===== src/rtl/pwr_clk_seq.sv =====
module pwr_clk_seq #(
  parameter int NIRQ        = 4,
  parameter int NEXT        = 2,
  parameter int SEL_W       = 3,
  parameter int PRE_W       = 5,
  parameter int FIX_LOG2    = 1,
  parameter int STAB_CYCLES = 4096
) (
  input  logic             clk,
  input  logic             rst_n,
  input  logic [SEL_W-1:0] div_sel_i,
  input  logic             wfi_i,
  input  logic             halt_i,
  input  logic             rst_req_i,
  input  logic [NIRQ-1:0]  irq_i,
  input  logic [NEXT-1:0]  ext_wake_i,
  input  logic             tmr_evt_i,
  input  logic             tmr_ext_clk_i,
  input  logic             lvd_en_i,
  input  logic             lvd_flag_i,
  input  logic             isr_enter_i,
  input  logic             iret_i,
  output logic             osc_en_o,
  output logic             cpu_ce_o,
  output logic             per_ce_o,
  output logic             lcd_ce_o,
  output logic             tmr_ce_o,
  output logic             sss_en_o,
  output logic             lvd_on_o,
  output logic             mask_o,
  output logic [1:0]       wake_o
);

  localparam int CNT_W = $clog2(STAB_CYCLES);
  localparam logic [CNT_W-1:0] LOAD = CNT_W'(STAB_CYCLES - 1);
  localparam logic [1:0] C_NONE = 2'd0, C_IRQ = 2'd1, C_EXT = 2'd2, C_RST = 2'd3;

  typedef enum logic [1:0] {S_RUN, S_WAIT, S_HALT, S_STAB} st_t;

  st_t              st, st_d;
  logic [CNT_W-1:0] cnt, cnt_d;
  logic [1:0]       cause_d;
  logic [PRE_W-1:0] pre, pre_d, low_mask;
  logic [SEL_W-1:0] k;
  logic             saved;
  logic             wait_wake, ext_any, halt_tmr, div_tick, fix_tick, awake_d;

  assign ext_any   = |ext_wake_i;
  assign wait_wake = |irq_i | tmr_evt_i | (lvd_flag_i & lvd_en_i);
  assign halt_tmr  = tmr_evt_i & tmr_ext_clk_i;

  always_comb begin
    st_d    = st;
    cnt_d   = cnt;
    cause_d = wake_o;
    if (rst_req_i) begin
      st_d    = S_STAB;
      cnt_d   = LOAD;
      cause_d = C_RST;
    end else begin
      case (st)
        S_RUN:
          if (halt_i) begin
            st_d    = S_HALT;
            cause_d = C_NONE;
          end else if (wfi_i) begin
            st_d    = S_WAIT;
            cause_d = C_NONE;
          end
        S_WAIT:
          if (ext_any) begin
            st_d    = S_RUN;
            cause_d = C_EXT;
          end else if (wait_wake) begin
            st_d    = S_RUN;
            cause_d = C_IRQ;
          end
        S_HALT:
          if (ext_any) begin
            st_d    = S_STAB;
            cnt_d   = LOAD;
            cause_d = C_EXT;
          end else if (halt_tmr) begin
            st_d    = S_STAB;
            cnt_d   = LOAD;
            cause_d = C_IRQ;
          end
        default:
          if (cnt == '0) st_d = S_RUN;
          else           cnt_d = cnt - CNT_W'(1);
      endcase
    end
  end

  assign pre_d    = (st_d == S_HALT) ? pre : pre + PRE_W'(1);
  assign k        = (div_sel_i > SEL_W'(PRE_W)) ? SEL_W'(PRE_W) : div_sel_i;
  assign low_mask = ~({PRE_W{1'b1}} << k);
  assign div_tick = (pre_d & low_mask) == low_mask;
  assign fix_tick = &pre_d[FIX_LOG2-1:0];
  assign awake_d  = (st_d == S_RUN) || (st_d == S_WAIT);

  always_ff @(posedge clk or negedge rst_n) begin
    if (!rst_n) begin
      st       <= S_RUN;
      cnt      <= '0;
      pre      <= '0;
      wake_o   <= C_NONE;
      osc_en_o <= 1'b1;
      cpu_ce_o <= 1'b0;
      per_ce_o <= 1'b0;
      lcd_ce_o <= 1'b0;
      tmr_ce_o <= 1'b0;
      sss_en_o <= 1'b1;
      lvd_on_o <= 1'b1;
    end else begin
      st       <= st_d;
      cnt      <= cnt_d;
      pre      <= pre_d;
      wake_o   <= cause_d;
      osc_en_o <= st_d != S_HALT;
      cpu_ce_o <= (st_d == S_RUN) & div_tick;
      per_ce_o <= awake_d & div_tick;
      lcd_ce_o <= awake_d & fix_tick;
      tmr_ce_o <= awake_d & fix_tick;
      sss_en_o <= st_d != S_HALT;
      lvd_on_o <= lvd_en_i | (st_d != S_HALT);
    end
  end

  always_ff @(posedge clk or negedge rst_n) begin
    if (!rst_n) begin
      mask_o <= 1'b1;
      saved  <= 1'b1;
    end else if (rst_req_i) begin
      mask_o <= 1'b1;
      saved  <= 1'b1;
    end else if (st == S_RUN && st_d == S_WAIT) begin
      mask_o <= 1'b0;
    end else if (isr_enter_i) begin
      saved  <= mask_o;
      mask_o <= 1'b1;
    end else if (iret_i) begin
      mask_o <= saved;
    end
  end

  p_wfi_enter_r4: assert property (@(posedge clk) disable iff (!rst_n)
    (st == S_RUN && wfi_i && !halt_i && !rst_req_i) |=>
      (!cpu_ce_o && osc_en_o && !mask_o && wake_o == 2'd0));

  p_halt_enter_r7: assert property (@(posedge clk) disable iff (!rst_n)
    (st == S_RUN && halt_i && !rst_req_i) |=>
      (!osc_en_o && !cpu_ce_o && !per_ce_o && !lcd_ce_o && !tmr_ce_o && !sss_en_o));

  p_halt_stays_r8: assert property (@(posedge clk) disable iff (!rst_n)
    (st == S_HALT && !rst_req_i && !ext_any && !halt_tmr) |=> !osc_en_o);

  p_stab_hold_r9: assert property (@(posedge clk) disable iff (!rst_n)
    (st == S_STAB) |-> (osc_en_o && !cpu_ce_o && !per_ce_o));

  p_reset_req_r10: assert property (@(posedge clk) disable iff (!rst_n)
    rst_req_i |=> (wake_o == 2'd3 && mask_o && !cpu_ce_o));

  p_cause_hold_r11: assert property (@(posedge clk) disable iff (!rst_n)
    (st == S_RUN && !rst_req_i && !wfi_i && !halt_i) |=> $stable(wake_o));

endmodule


===== config.mk =====
export PLATFORM = sky130hd
export DESIGN_NAME = pwr_clk_seq
export DESIGN_NICKNAME = d
export VERILOG_FILES = /design/src/rtl/pwr_clk_seq.sv
export SDC_FILE = /design/constraint.sdc
export NUM_CORES = 1
export LEC_CHECK = 0
export BUFFER_PORTS_ARGS = -buffer_cell sky130_fd_sc_hd__buf_2
export CAP_MARGIN = 20
export CORE_ASPECT_RATIO = 1.75
export CORE_MARGIN = 2
export CORE_UTILIZATION = 50
export DETAILED_ROUTE_END_ITERATION = 6
export HOLD_SLACK_MARGIN = 0.12
export PLACE_DENSITY_LB_ADDON = 0.25
export SLEW_MARGIN = 20
export SYNTH_ARGS = -nofsm -noshare
export SYNTH_HDL_FRONTEND = slang
export SYNTH_SLANG_ARGS = --single-unit
export TNS_END_PERCENT = 1

===== constraint.sdc =====
create_clock -name clk -period 2.5 [get_ports clk]
set_input_delay 0.5 -clock clk [delete_from_list [all_inputs] [get_ports clk]]
set_output_delay 0.5 -clock clk [all_outputs]
set_load 0.01 [all_outputs]

# ---- Word level (Yosys, flattened, before mapping)
# Index checks and enable logic that the tools add are counted.
dict set report word_totals {
  in_bits 20
  regBits 28
  output_inout_bits 10
}
dict set report classes {
  add_sub_neg 2
  n_mux 31
  n_reduce_logical 14
  n_lt_le_gt_ge 1
  shift 1
  bitwise_logic 10
  n_eq_ne 12
}
# operator n
set op_table {}
lappend op_table {{$mux 12} 4}
lappend op_table {{$mux 2} 15}
lappend op_table {{$pmux 12 s2} 1}
lappend op_table {{$logic_not 12->1} 1}
lappend op_table {{$ne 4x4->1 const B} 3}
lappend op_table {{$pmux 2 s3} 2}
lappend op_table {{$sub 12x1->12 const B} 1}
lappend op_table {{$reduce_bool 4->1} 2}
lappend op_table {{$mux 1} 7}
lappend op_table {{$add 5x1->5 const B} 1}
lappend op_table {{$and 1x1->1} 5}
lappend op_table {{$and 5x5->5} 1}
lappend op_table {{$eq 5x5->1} 1}
lappend op_table {{$mux 5} 1}
lappend op_table {{$not 5->5} 1}
lappend op_table {{$shl 5x3->5 const A} 1}
lappend op_table {{$eq 2x1->1 const B} 2}
lappend op_table {{$eq 2x2->1 const B} 2}
lappend op_table {{$logic_not 2->1} 2}
lappend op_table {{$ne 2x2->1 const B} 2}
lappend op_table {{$reduce_and 4->1} 1}
lappend op_table {{$reduce_or 2->1} 2}
lappend op_table {{$reduce_or 4->1} 1}
lappend op_table {{$gt 3x3->1 const B} 1}
lappend op_table {{9 further kinds} 11}

# ---- Logic depth before layout (Yosys ltp)
dict set report logic_depth {
  ltp_word 12
  mapped_depth 9
  ltp_nobuf 9
}

# ---- Least setup slack after synthesis
# OpenSTA, ideal clock, no wires.
dict set report synth_timing {
  kind {flip-flop to flip-flop}
  startpoint {register st[0]}
  endpoint {register pre[1]}
  arrival_time_ps 1957
  period_less_slack_ps 2085
  required_time_ps 2373
  setup_time_ps 127
  setup_slack_ps 415
  path_stages_with_launch 8
  n_path_buf 0
  cell_sequence {dfrtp_1 -> inv_1 -> ha_1 -> nor2_1 -> o21ai_0 -> o32a_1 -> a211oi_2 -> mux2_1}
}
dict set report synth_via {
  elab_chain_len 6
}
# element line_no
set synth_rtl {}
lappend synth_rtl {{start: declaration} 40} ;# st_t st, st_d;
lappend synth_rtl {{start signal: assignment} 116} ;# st <= st_d;
lappend synth_rtl {{$mux 2 (on tied branches)} {83, 66, 74}}
lappend synth_rtl {{$mux 2 (on tied branches)} {79, 63, 71}}
lappend synth_rtl {{$pmux 2 s3 *} 61} ;# case (st)
lappend synth_rtl {{$mux 2 *} 56} ;# if (rst_req_i) begin
lappend synth_rtl {{$eq 2x2->1 *} 95} ;# assign pre_d = (st_d == S_HALT) ? pre : pre + PRE_W'(1);
lappend synth_rtl {{$mux 5 *} 95}
lappend synth_rtl {{via pre_d[1]} 43} ;# logic [PRE_W-1:0] pre, pre_d, low_mask;
lappend synth_rtl {{end signal: assignment} 118} ;# pre <= pre_d;
lappend synth_rtl {{end: declaration} 43}
# The timed path passes the listed nets; every way through them passes the cells marked *.
# A chain may end at the register's enable or synchronous reset.

# ---- Worst setup path after layout
dict set report layout_timing {
  startpoint {register st[0]}
  endpoint {register cnt[10]}
}
dict set report layout_via {
  elab_chain_len 4
}
# element line_no
set layout_rtl {}
lappend layout_rtl {{$eq 2x1->1 / $logic_not 2->1 (equally long branches)} 61}
lappend layout_rtl {{$reduce_or 2->1 (no line)} n/a}
lappend layout_rtl {{$pmux 12 s2 / $ne 2x1->1 (equally long branches)} n/a}
lappend layout_rtl {{$mux 12 / $reduce_and 3->1 (equally long branches)} n/a}
lappend layout_rtl {{end signal: assignment} 117} ;# cnt <= cnt_d;
lappend layout_rtl {{end: declaration} 41} ;# logic [CNT_W-1:0] cnt, cnt_d;
# Several ways; a longest one is shown, not always the timed one.

==> run_results.csv <==
group,metric,value,unit
run_status,status,"finished, final reports clean",
cells_and_area,nFillCells,298,
grt,grt.met3_usage,2.70,%
die,dieArea,3830,um2
placed_design,placed_cell_area,1880,um2
pwr,p_leak,0.784,nW
sta,slew_headroom,59.2,%
yosys,synth_warnings,0,
yosys,syn_area_per_cell,9.98,um2
clock_tree,cts.sinks,28,
yosys,synthArstFlopShare,100,%
die,start_util,52.5,%
yosys,synth_edf_count,0,
route,avgViaCountPerCell,5.66,
grt,track_usage,21.7,%
grt,met1_usage,23.0,%
sta,max_slew.worst_pin.slew,0.612,ns
route,detail-route-antenna-nets,0,
sta,drv_slew,0,
route,firstDrtPassIters,4,
grt,overflow,0,
pwr,p_per_area,980,nW/um2
setup_path,crit_required,2.67,ns
clock_tree,cts_setup_buffers,0,
setup_path,path_class,"flop to flop",
grt,grt_util_met2,41.6,%
clock_tree,clock_latency,0.27,ns
setup_path,cp.arrival,2.42,ns
yosys,syn_nets,193,
clock_tree,post_cts_resized,0,
die,ios,30,
job,drv_cap,0,
cells_and_area,drive_gt1_share,28.4,%
pwr,clkPwrFrac,14.8,%
die,fp.dieH,80.4,um
yosys,synth-seq-cells,28,
cells_and_area,final_common_cell,"buf_2",
cells_and_area,area_delta_synth_final,16.1,%
route,wl,3.62,mm
setup_path,critPathCaptureType,"flop",
sta,fin_skew,0.00349,ns
sta,timing.fmax,0.443,GHz
clock_tree,cts_buffer_depth,2,
placed_design,place.gp.congestion,0.926,
route,wl_per_cell,14.8,um
sta,rsz0062_at_grt,"false",
die,die_w,47.6,um
die,rows,27,
sta,fin_setup_tns,0,ns
yosys,syn_inst,167,
clock_tree,htreeDepth,1,
cells_and_area,final_cell_mix,"buf_2, dfrtp_1, nor2_1",
sta,hold_viol,0,
pwr,seqPwrFrac,36.7,%
clock_tree,cts.clk_slew.worst_paths,0.09,ns
placed_design,numPortBuffers,29,
setup_path,cp-start-kind,"flop",
setup_path,crit_path_max_fanout,7,
grt,first_global_vias,1405,
pwr,switching_power,755,uW
die,coreArea,3180,um2
clock_tree,root_buffer,"clkbuf_8",
clock_tree,cts_made_buffers,3,
grt,grt_pass1_wl,6.08,mm
cells_and_area,final_area,1930,um2
route,vias,1382,
pwr,combinationalPowerShare,48.5,%
sta,fin_crit_sh,90.3,%
pwr,intPower,1.14,mW
cells_and_area,layout.nets,228,
cells_and_area,insertedDiodeCount,0,
cells_and_area,final_util,60.9,%
yosys,synth_area,1670,um2
yosys,ys_types,51,
worst_hold_path,min_path_type,"input pin to asynchronous set/reset pin",
grt,antenna_found_initial,0,
placed_design,dp.final_hpwl,2.94,mm
sta,period_minus_slack,2.26,ns
yosys,synth-main-ff-cell,"dfrtp_1",
grt,grt_max_degree,29,
pwr,swShare,39.9,%
route,drt_iter0_drc,36,
clock_tree,cts_tree,"done",
sta,setup_viol,0,
clock_tree,cts_hold_buf,0,
pwr,irDropWorstVdd,0.593,mV
yosys,ys_seq_area_share,42.3,%
route,drc,0,
grt,top_usage_layer,"met2",
==> area by class of cell <==
class	count	area, um2	share of cell area [%]
multi-input combinational	125	900	46.5
sequential	28	706	36.5
timing repair buffer	34	183	9.44
clock buffer	4	55.1	2.85
tap	43	53.8	2.78
inverter	10	37.5	1.94
==> Yosys cell counts, drive strengths merged, types with 4 or more instances <==
cell type / instances / area, um2
xnor2: 7 / 61.3
nor2: 16 / 62.6
dfstp: 4 / 105
dfrtp: 24 / 601
nand2: 12 / 45.0
nor2b: 5 / 31.3
nor3b: 4 / 40.0
a21oi: 9 / 45.0
nor3: 9 / 61.3
ha: 6 / 75.1
o21ai: 8 / 40.0
nor4b: 4 / 41.3
xor2: 4 / 35.0
inv: 10 / 37.5
==> state kept, by name (all words and copies together) (netlist names) <==
register and cells:
sss_en_o 1, cpu_ce_o 1, per_ce_o 1, cnt 12, saved 1, st 2, tmr_ce_o 1, pre 5
wake_o 2, lvd_on_o 1, mask_o 1
==> worst paths after layout <==
kind,from,to,slack [ns],depth (start not counted)
min in group clk,lvd_en_i,lvd_on_o,0.43,2
worst max-delay path,st[0],cnt[10],0.24,9
worst min-delay path,rst_n,cnt[5],0.22,1
worst min register to register,pre[4],pre[4],0.50,1
max in group asynchronous,rst_n,cnt[6],1.87,1
worst max register to register,st[0],cnt[10],0.24,9
==> per-stage QoR <==
stage | hold WS (ns) | cells | setup slack, ns | power (mW)
finish | 0.220 | 244 | 0.243 | 1.89
global route | 0.269 | 244 | 0.0574 | 2.05
floorplan | 0.204 | 167 | 0.415 | 1.35
global placement | 0.477 | 240 | 0.315 | 1.59
detailed placement | 0.489 | 240 | 0.268 | 1.63
CTS | 0.248 | 244 | 0.232 | 1.91
==> power groups by stage <==
stage          Combinational, mW  Sequential [mW]  Clock, mW
2_1_floorplan              0.644            0.704          0
3_3_place_gp               0.890            0.697          0
3_5_place_dp               0.926            0.705          0
4_1_cts                    0.930            0.696      0.289
5_1_grt                     1.02            0.715      0.311
6_report                   0.919            0.695      0.280
==> worst max-delay path: stages, from the launching register on <==
cell,delay [ns]
dfrtp_1,0.44
inv_1,0.11
ha_1,0.30
nor4b_1,0.32
nand4_1,0.13
a31oi_1,0.23
buf_4,0.18
and4bb_1,0.22
xnor2_1,0.14
nand2_1,0.07
==> logic make-up after synthesis <==
group | share of synthesized area [%]
compound gates | 15.9
buf+inv | 3.68
fa+ha+maj | 4.50
flops | 42.3
mux | 2.63
simple gates | 25.1
xor+xnor | 5.78
==> metal layers <==
metal | up-vias | share of wire [%]
li1 | 670 | -
met1 | 689 | 36
met2 | 17 | 61
met3 | 6 | 1.9
met4 | 0 | 1.1
met5 | - | 0
(Power assumes the default switching activity.)
